**src/rtl/hcmd_pkg.sv**
```systemverilog
package hcmd_pkg;
   // Command register bit positions (the processor-visible layout)
   localparam int unsigned CMD_W    = 8;
   localparam int unsigned B_RELEAS = 7;
   localparam int unsigned B_RXRST  = 6;
   localparam int unsigned B_BUSY   = 5;
   localparam int unsigned B_TSTART = 4;
   localparam int unsigned B_TRANSP = 3;
   localparam int unsigned B_IFRM   = 2;
   localparam int unsigned B_MEND   = 1;
   localparam int unsigned B_TXRST  = 0;

   typedef struct packed {
      logic releas;
      logic rxrst;
      logic busy;
      logic tstart;
      logic transp;
      logic ifrm;
      logic mend;
      logic txrst;
   } cmd_t;
endpackage

```
**src/rtl/hcmd_reg.sv**
```systemverilog
module hcmd_reg #(
   parameter int unsigned W         = 1,
   parameter logic [W-1:0] RST_VAL  = '0,
   parameter bit           ASYNC_RST = 1'b1
) (
   input  logic         clk,
   input  logic         rst_n,
   input  logic         en,
   input  logic [W-1:0] d,
   output logic [W-1:0] q
);
   generate
      if (ASYNC_RST) begin : g_async
         always_ff @(posedge clk or negedge rst_n) begin
            if (!rst_n)  q <= RST_VAL;
            else if (en) q <= d;
         end
      end else begin : g_sync
         always_ff @(posedge clk) begin
            if (!rst_n)  q <= RST_VAL;
            else if (en) q <= d;
         end
      end
   endgenerate
endmodule

```
**src/rtl/hcmd_rx.sv**
```systemverilog
module hcmd_rx #(
   parameter bit ASYNC_RST = 1'b1
) (
   input  logic clk,
   input  logic rst_n,
   input  logic cmd_valid,
   input  logic cmd_release,
   input  logic cmd_rxrst,
   input  logic cmd_busy,
   input  logic auto_mode,
   output logic rx_release,
   output logic rx_reset,
   output logic seq_clear,
   output logic ack_rnr,
   output logic busy_next
);
   logic busy_load;

   assign busy_load = cmd_valid & auto_mode;
   assign busy_next = busy_load ? cmd_busy : ack_rnr;

   hcmd_reg #(.W(1), .RST_VAL(1'b0), .ASYNC_RST(ASYNC_RST)) u_rel (
      .clk(clk), .rst_n(rst_n), .en(1'b1), .d(cmd_release), .q(rx_release));
   hcmd_reg #(.W(1), .RST_VAL(1'b0), .ASYNC_RST(ASYNC_RST)) u_rrst (
      .clk(clk), .rst_n(rst_n), .en(1'b1), .d(cmd_rxrst), .q(rx_reset));
   hcmd_reg #(.W(1), .RST_VAL(1'b0), .ASYNC_RST(ASYNC_RST)) u_seq (
      .clk(clk), .rst_n(rst_n), .en(1'b1), .d(cmd_rxrst & auto_mode), .q(seq_clear));
   hcmd_reg #(.W(1), .RST_VAL(1'b0), .ASYNC_RST(ASYNC_RST)) u_busy (
      .clk(clk), .rst_n(rst_n), .en(busy_load), .d(cmd_busy), .q(ack_rnr));
endmodule

```
**src/rtl/hcmd_tmr.sv**
```systemverilog
module hcmd_tmr #(
   parameter bit ASYNC_RST = 1'b1
) (
   input  logic clk,
   input  logic rst_n,
   input  logic cmd_tstart,
   input  logic int_timer_mode,
   input  logic timer_cfg_wr,
   input  logic busy_next,
   output logic timer_run,
   output logic sframe_req,
   output logic sframe_rnr
);
   logic run_d;
   logic poll;

   // a start in the same cycle as a stop wins
   assign run_d = cmd_tstart | (timer_run & ~timer_cfg_wr);
   assign poll  = cmd_tstart & int_timer_mode;

   hcmd_reg #(.W(1), .RST_VAL(1'b0), .ASYNC_RST(ASYNC_RST)) u_run (
      .clk(clk), .rst_n(rst_n), .en(1'b1), .d(run_d), .q(timer_run));
   hcmd_reg #(.W(1), .RST_VAL(1'b0), .ASYNC_RST(ASYNC_RST)) u_req (
      .clk(clk), .rst_n(rst_n), .en(1'b1), .d(poll), .q(sframe_req));
   hcmd_reg #(.W(1), .RST_VAL(1'b0), .ASYNC_RST(ASYNC_RST)) u_kind (
      .clk(clk), .rst_n(rst_n), .en(poll), .d(busy_next), .q(sframe_rnr));
endmodule

```
**src/rtl/hcmd_tx.sv**
```systemverilog
module hcmd_tx #(
   parameter bit ASYNC_RST = 1'b1
) (
   input  logic clk,
   input  logic rst_n,
   input  logic auto_mode,
   input  logic cmd_transp,
   input  logic cmd_ifrm,
   input  logic cmd_mend,
   input  logic cmd_txrst,
   output logic tx_start,
   output logic tx_iframe,
   output logic tx_hdr_ins,
   output logic tx_reset,
   output logic tx_msg_end
);
   logic ifrm_ok;
   logic go;

   assign ifrm_ok = cmd_ifrm & auto_mode;
   assign go      = (cmd_transp | ifrm_ok) & ~cmd_txrst;

   hcmd_reg #(.W(1), .RST_VAL(1'b0), .ASYNC_RST(ASYNC_RST)) u_go (
      .clk(clk), .rst_n(rst_n), .en(1'b1), .d(go), .q(tx_start));
   hcmd_reg #(.W(1), .RST_VAL(1'b0), .ASYNC_RST(ASYNC_RST)) u_type (
      .clk(clk), .rst_n(rst_n), .en(go), .d(ifrm_ok), .q(tx_iframe));
   hcmd_reg #(.W(1), .RST_VAL(1'b0), .ASYNC_RST(ASYNC_RST)) u_hdr (
      .clk(clk), .rst_n(rst_n), .en(go), .d(ifrm_ok), .q(tx_hdr_ins));
   hcmd_reg #(.W(1), .RST_VAL(1'b0), .ASYNC_RST(ASYNC_RST)) u_xrst (
      .clk(clk), .rst_n(rst_n), .en(1'b1), .d(cmd_txrst), .q(tx_reset));
   hcmd_reg #(.W(1), .RST_VAL(1'b0), .ASYNC_RST(ASYNC_RST)) u_mend (
      .clk(clk), .rst_n(rst_n), .en(1'b1), .d(cmd_mend), .q(tx_msg_end));
endmodule

```
**src/rtl/hdlc_cmd_seq.sv**
```systemverilog
module hdlc_cmd_seq #(
   parameter int unsigned REG_W     = 8,
   parameter bit          ASYNC_RST = 1'b1
) (
   input  logic             clk,
   input  logic             rst_n,
   input  logic             wr_en,
   input  logic [REG_W-1:0] wr_data,
   input  logic             auto_mode,
   input  logic             int_timer_mode,
   input  logic             timer_cfg_wr,
   output logic             rx_release,
   output logic             rx_reset,
   output logic             seq_clear,
   output logic             ack_rnr,
   output logic             timer_run,
   output logic             sframe_req,
   output logic             sframe_rnr,
   output logic             tx_start,
   output logic             tx_iframe,
   output logic             tx_hdr_ins,
   output logic             tx_reset,
   output logic             tx_msg_end
);
   import hcmd_pkg::*;

   generate
      if (REG_W != CMD_W) begin : g_bad_width
         $error("hdlc_cmd_seq: REG_W must equal the command layout width");
      end
   endgenerate

   logic cmd_valid;
   cmd_t cmd;

   // an all-zero write is treated as no write at all
   assign cmd_valid = wr_en & (|wr_data);
   assign cmd       = cmd_valid ? cmd_t'(wr_data[CMD_W-1:0]) : '0;

   hcmd_rx #(.ASYNC_RST(ASYNC_RST)) u_rx (
      .clk(clk), .rst_n(rst_n), .cmd_valid(cmd_valid),
      .cmd_release(cmd.releas), .cmd_rxrst(cmd.rxrst), .cmd_busy(cmd.busy),
      .auto_mode(auto_mode), .rx_release(rx_release), .rx_reset(rx_reset),
      .seq_clear(seq_clear), .ack_rnr(ack_rnr), .busy_next(busy_next));

   logic busy_next;

   hcmd_tmr #(.ASYNC_RST(ASYNC_RST)) u_tmr (
      .clk(clk), .rst_n(rst_n), .cmd_tstart(cmd.tstart),
      .int_timer_mode(int_timer_mode), .timer_cfg_wr(timer_cfg_wr),
      .busy_next(busy_next), .timer_run(timer_run),
      .sframe_req(sframe_req), .sframe_rnr(sframe_rnr));

   hcmd_tx #(.ASYNC_RST(ASYNC_RST)) u_tx (
      .clk(clk), .rst_n(rst_n), .auto_mode(auto_mode),
      .cmd_transp(cmd.transp), .cmd_ifrm(cmd.ifrm), .cmd_mend(cmd.mend),
      .cmd_txrst(cmd.txrst), .tx_start(tx_start), .tx_iframe(tx_iframe),
      .tx_hdr_ins(tx_hdr_ins), .tx_reset(tx_reset), .tx_msg_end(tx_msg_end));
endmodule

```
**config.mk**
```make
export PLATFORM = sky130hd
export DESIGN_NAME = hdlc_cmd_seq
export DESIGN_NICKNAME = d
export VERILOG_FILES = /design/src/rtl/hcmd_pkg.sv /design/src/rtl/hcmd_reg.sv /design/src/rtl/hcmd_rx.sv /design/src/rtl/hcmd_tmr.sv /design/src/rtl/hcmd_tx.sv /design/src/rtl/hdlc_cmd_seq.sv
export SDC_FILE = /design/constraint.sdc
export NUM_CORES = 1
export LEC_CHECK = 0
export BUFFER_PORTS_ARGS = -buffer_cell sky130_fd_sc_hd__buf_2
export CORE_MARGIN = 3
export CORE_UTILIZATION = 44
export CTS_BUF_LIST = sky130_fd_sc_hd__clkbuf_4 sky130_fd_sc_hd__clkbuf_8
export CTS_CLUSTER_SIZE = 14
export DETAILED_ROUTE_END_ITERATION = 12
export PLACE_DENSITY = 0.77
export SYNTH_ARGS = -nofsm -noshare
export SYNTH_HDL_FRONTEND = slang
export SYNTH_HIERARCHICAL = 1
export SYNTH_SLANG_ARGS = --single-unit
```
**constraint.sdc**
```tcl
create_clock -name clk -period 1 [get_ports clk]
set_input_delay 0 -clock clk [delete_from_list [all_inputs] [get_ports clk]]
set_output_delay 0 -clock clk [all_outputs]
set_load 0.03 [all_outputs]
```
==> metrics.txt <==
combinational fraction of design power 0.315; Core Util, Final 0.674; Hold Vio Cnt, Final 0; Async SR Flop Fraction 1.00; Synth area leader dfrtp_1; failing checks setup timing; First DRT Iteration DRCs 4; Total Wirelength 1.21 mm; switching pwr 0.374 mW; Syn-to-layout area delta 40.5%; layout cells sized above 1 0.616; via-per-instance ratio 4.50; TritonCTS Buffers 3; P_leak 0.495 nW; Post-CTS Setup Bufs 0; vias 454; Longest Clk Path Bufs 2; final setup vio count 1; Starting Density 0.479; Core Area 1330 µm²; Clk pin slew, worst setup/hold paths 70 ps; post-synthesis sequential area ratio 0.470; pin count of the biggest net entering global routing 13; distinct cell type count after synthesis 12; Syn Area/Cell 13.6 µm²; Yosys warnings 6; CP Class reg2reg; Fill cells 111; # clock sinks 12; vias in the first global route 455; Clock Skew 0.0479 ps; IO buf count 25; #FFs+latches synth 12; Reg area 303 µm²; Final #Nets 102; total grt overflow 0; class of the worst hold path in2reg; Antenna diodes 0; wire per inst 12.0 µm; antenna violations before repair 0; DP HPWL 964 µm; cell internal pwr 0.862 mW; GPL Wtd Cong 0.695; power density cells 1380 nW/µm²; critical path required time 1150 ps; Worst VDD drop 0.864 mV; status complete, but fails checks; clock share of power 0.224; Final Max Slew Viols 0; Row Count 13; CP arrival 1200 ps; gr usage total 0.154; clk root buf clkbuf_4; H-tree depth 1; die area 1950 µm²; crit-path max FO 2; DR DRC count 0; Die H 44.1 µm; RSZ-0062 raised after global routing yes; die width 44.1 µm; post-route minimum period 1050 ps; top cells by area, synth dfrtp_1 (47%), mux2_4 (31%), and2_1 (8.8%), nor4_2 (3.9%), and2_2 (2.3%); post-synthesis cell count 47; hold slack 131 ps; Switching Share 0.303; Synth top cells by count mux2_4 (13), dfrtp_1 (12), and2_1 (9); Final Cycle Share 1.05; Seq pwr share 0.460; 1st-pass router iterations 3; top_reg_cell synth dfrtp_1; critical path endpoint category register; global-route wire length before repair 2.11 mm; most common cell in the netlist mux2_4; antenna-violating nets left 0; Post-synth EDFFs 0; area of the multi-input gates 372 µm²; CTS tree yes; clk_lat worst skew 260 ps; Synth Cell Area 639 µm²; CP startpoint kind register; Fmax achieved 948 MHz; num ports 26; post-synth top area share 0.470; worst setup margin -55.0 ps; Max Cap Viol 0
metrics by stage:
step / setup TNS [ps] / area, µm² / instances / worst slack (ps) / power [mW]
after global placement: -457 / 851 / 97 / -269 / 0.945
after detailed placement: -516 / 851 / 97 / -288 / 0.955
after global routing: -67.1 / 898 / 101 / -67.1 / 1.31
final: -55.0 / 898 / 101 / -55.0 / 1.24
after floorplan: -118 / 669 / 52 / -118 / 0.818
after CTS: -58.8 / 883 / 101 / -58.8 / 1.24
kinds of logic (layout without fill, tap and decap cells):
family	Yosys count	in the layout	synth area share
other	3	8	0.0176
buffers and inverters	1	35	0.00587
AOI/OAI and AO/OA	3	3	0.0313
muxes	13	13	0.305
DFF	12	12	0.470
and+or+nand+nor	15	15	0.170
power groups by stage:
stage / sequential [mW] / combinational [mW] / clock (mW)
global route: 0.577 / 0.418 / 0.319
floorplan: 0.682 / 0.135 / 0
global placement: 0.575 / 0.370 / 0
finish: 0.569 / 0.389 / 0.277
CTS: 0.570 / 0.381 / 0.291
detailed placement: 0.578 / 0.377 / 0
registers in the layout, indices dropped and copies added, names as in the netlist:
name and flops:
u_tx/u_mend/q 1, u_tx/u_xrst/q 1, u_tmr/u_run/q 1, u_rx/u_rel/q 1, u_rx/u_rrst/q 1, u_tx/u_type/q 1, u_tx/u_go/q 1, u_tmr/u_kind/q 1
u_tx/u_hdr/q 1, u_rx/u_seq/q 1, u_tmr/u_req/q 1, u_rx/u_busy/q 1
cell usage in the layout (no fill, tap or decap):
| cell | Yosys | layout |
|---|---|---|
| a21oi_1 | 1 | 1 |
| conb_1 | 3 | 8 |
| dlygate4sd3_1 | 0 | 1 |
| and2_2 | 2 | 2 |
| a21boi_1 | 1 | 1 |
| nor2_1 | 1 | 1 |
| inv_1 | 1 | 1 |
| mux2_4 | 13 | 13 |
| and2_4 | 1 | 1 |
| a21o_1 | 1 | 1 |
| clkbuf_4 | 0 | 3 |
| buf_6 | 0 | 1 |
| buf_4 | 0 | 5 |
| nor4_4 | 0 | 2 |
| dfrtp_2 | 0 | 2 |
| dfrtp_1 | 12 | 10 |
| buf_2 | 0 | 24 |
| and2_1 | 9 | 9 |
area by class of cell:
class,count,area share
timing repair buffer,31,0.199
clock buffer,3,0.0251
multi-input combinational,39,0.414
sequential,12,0.337
tap,15,0.0209
inverter,1,0.00418
layer usage:
metal,vias to the layer above,routed length (µm),track usage,share of wire
met5,-,0,0,0
met4,0,19,0.108,0.016
met3,2,100,0.0407,0.083
met2,19,526,0.221,0.44
met1,200,563,0.201,0.47
li1,233,-,-,-
worst max-delay path: stages (launching register included):
cell and delay (ps):
dfrtp_2 410, mux2_4 270, mux2_4 260
what timing repair did:
action                                  4_1_cts  5_1_grt
cloned                                        0        0
hold endpoints to repair                     12        0
resized for setup                             0        4
endpoints found under the setup margin        1        2
hold buffers                                  1        0
worst paths after layout:
| check | cells after the start | slack (ps) | from | to |
|---|---|---|---|---|
| max | 2 | -50 | u_rx/u_busy/q$_DFFE_PN0P_ | u_tmr/u_kind/q$_DFFE_PN0P_ |
| min | 3 | 130 | wr_data[7] | u_rx/u_rel/q$_DFFE_PN0P_ |
| max reg2reg | 2 | -50 | u_rx/u_busy/q$_DFFE_PN0P_ | u_tmr/u_kind/q$_DFFE_PN0P_ |
| min reg2reg | 1 | 510 | u_tmr/u_kind/q$_DFFE_PN0P_ | u_tmr/u_kind/q$_DFFE_PN0P_ |
| max in group asynchronous | 2 | 630 | rst_n | u_tmr/u_run/q$_DFFE_PN0P_ |
| min in group asynchronous | 2 | 140 | rst_n | u_tmr/u_kind/q$_DFFE_PN0P_ |
No activity file was read; power rests on OpenSTA's default activity.
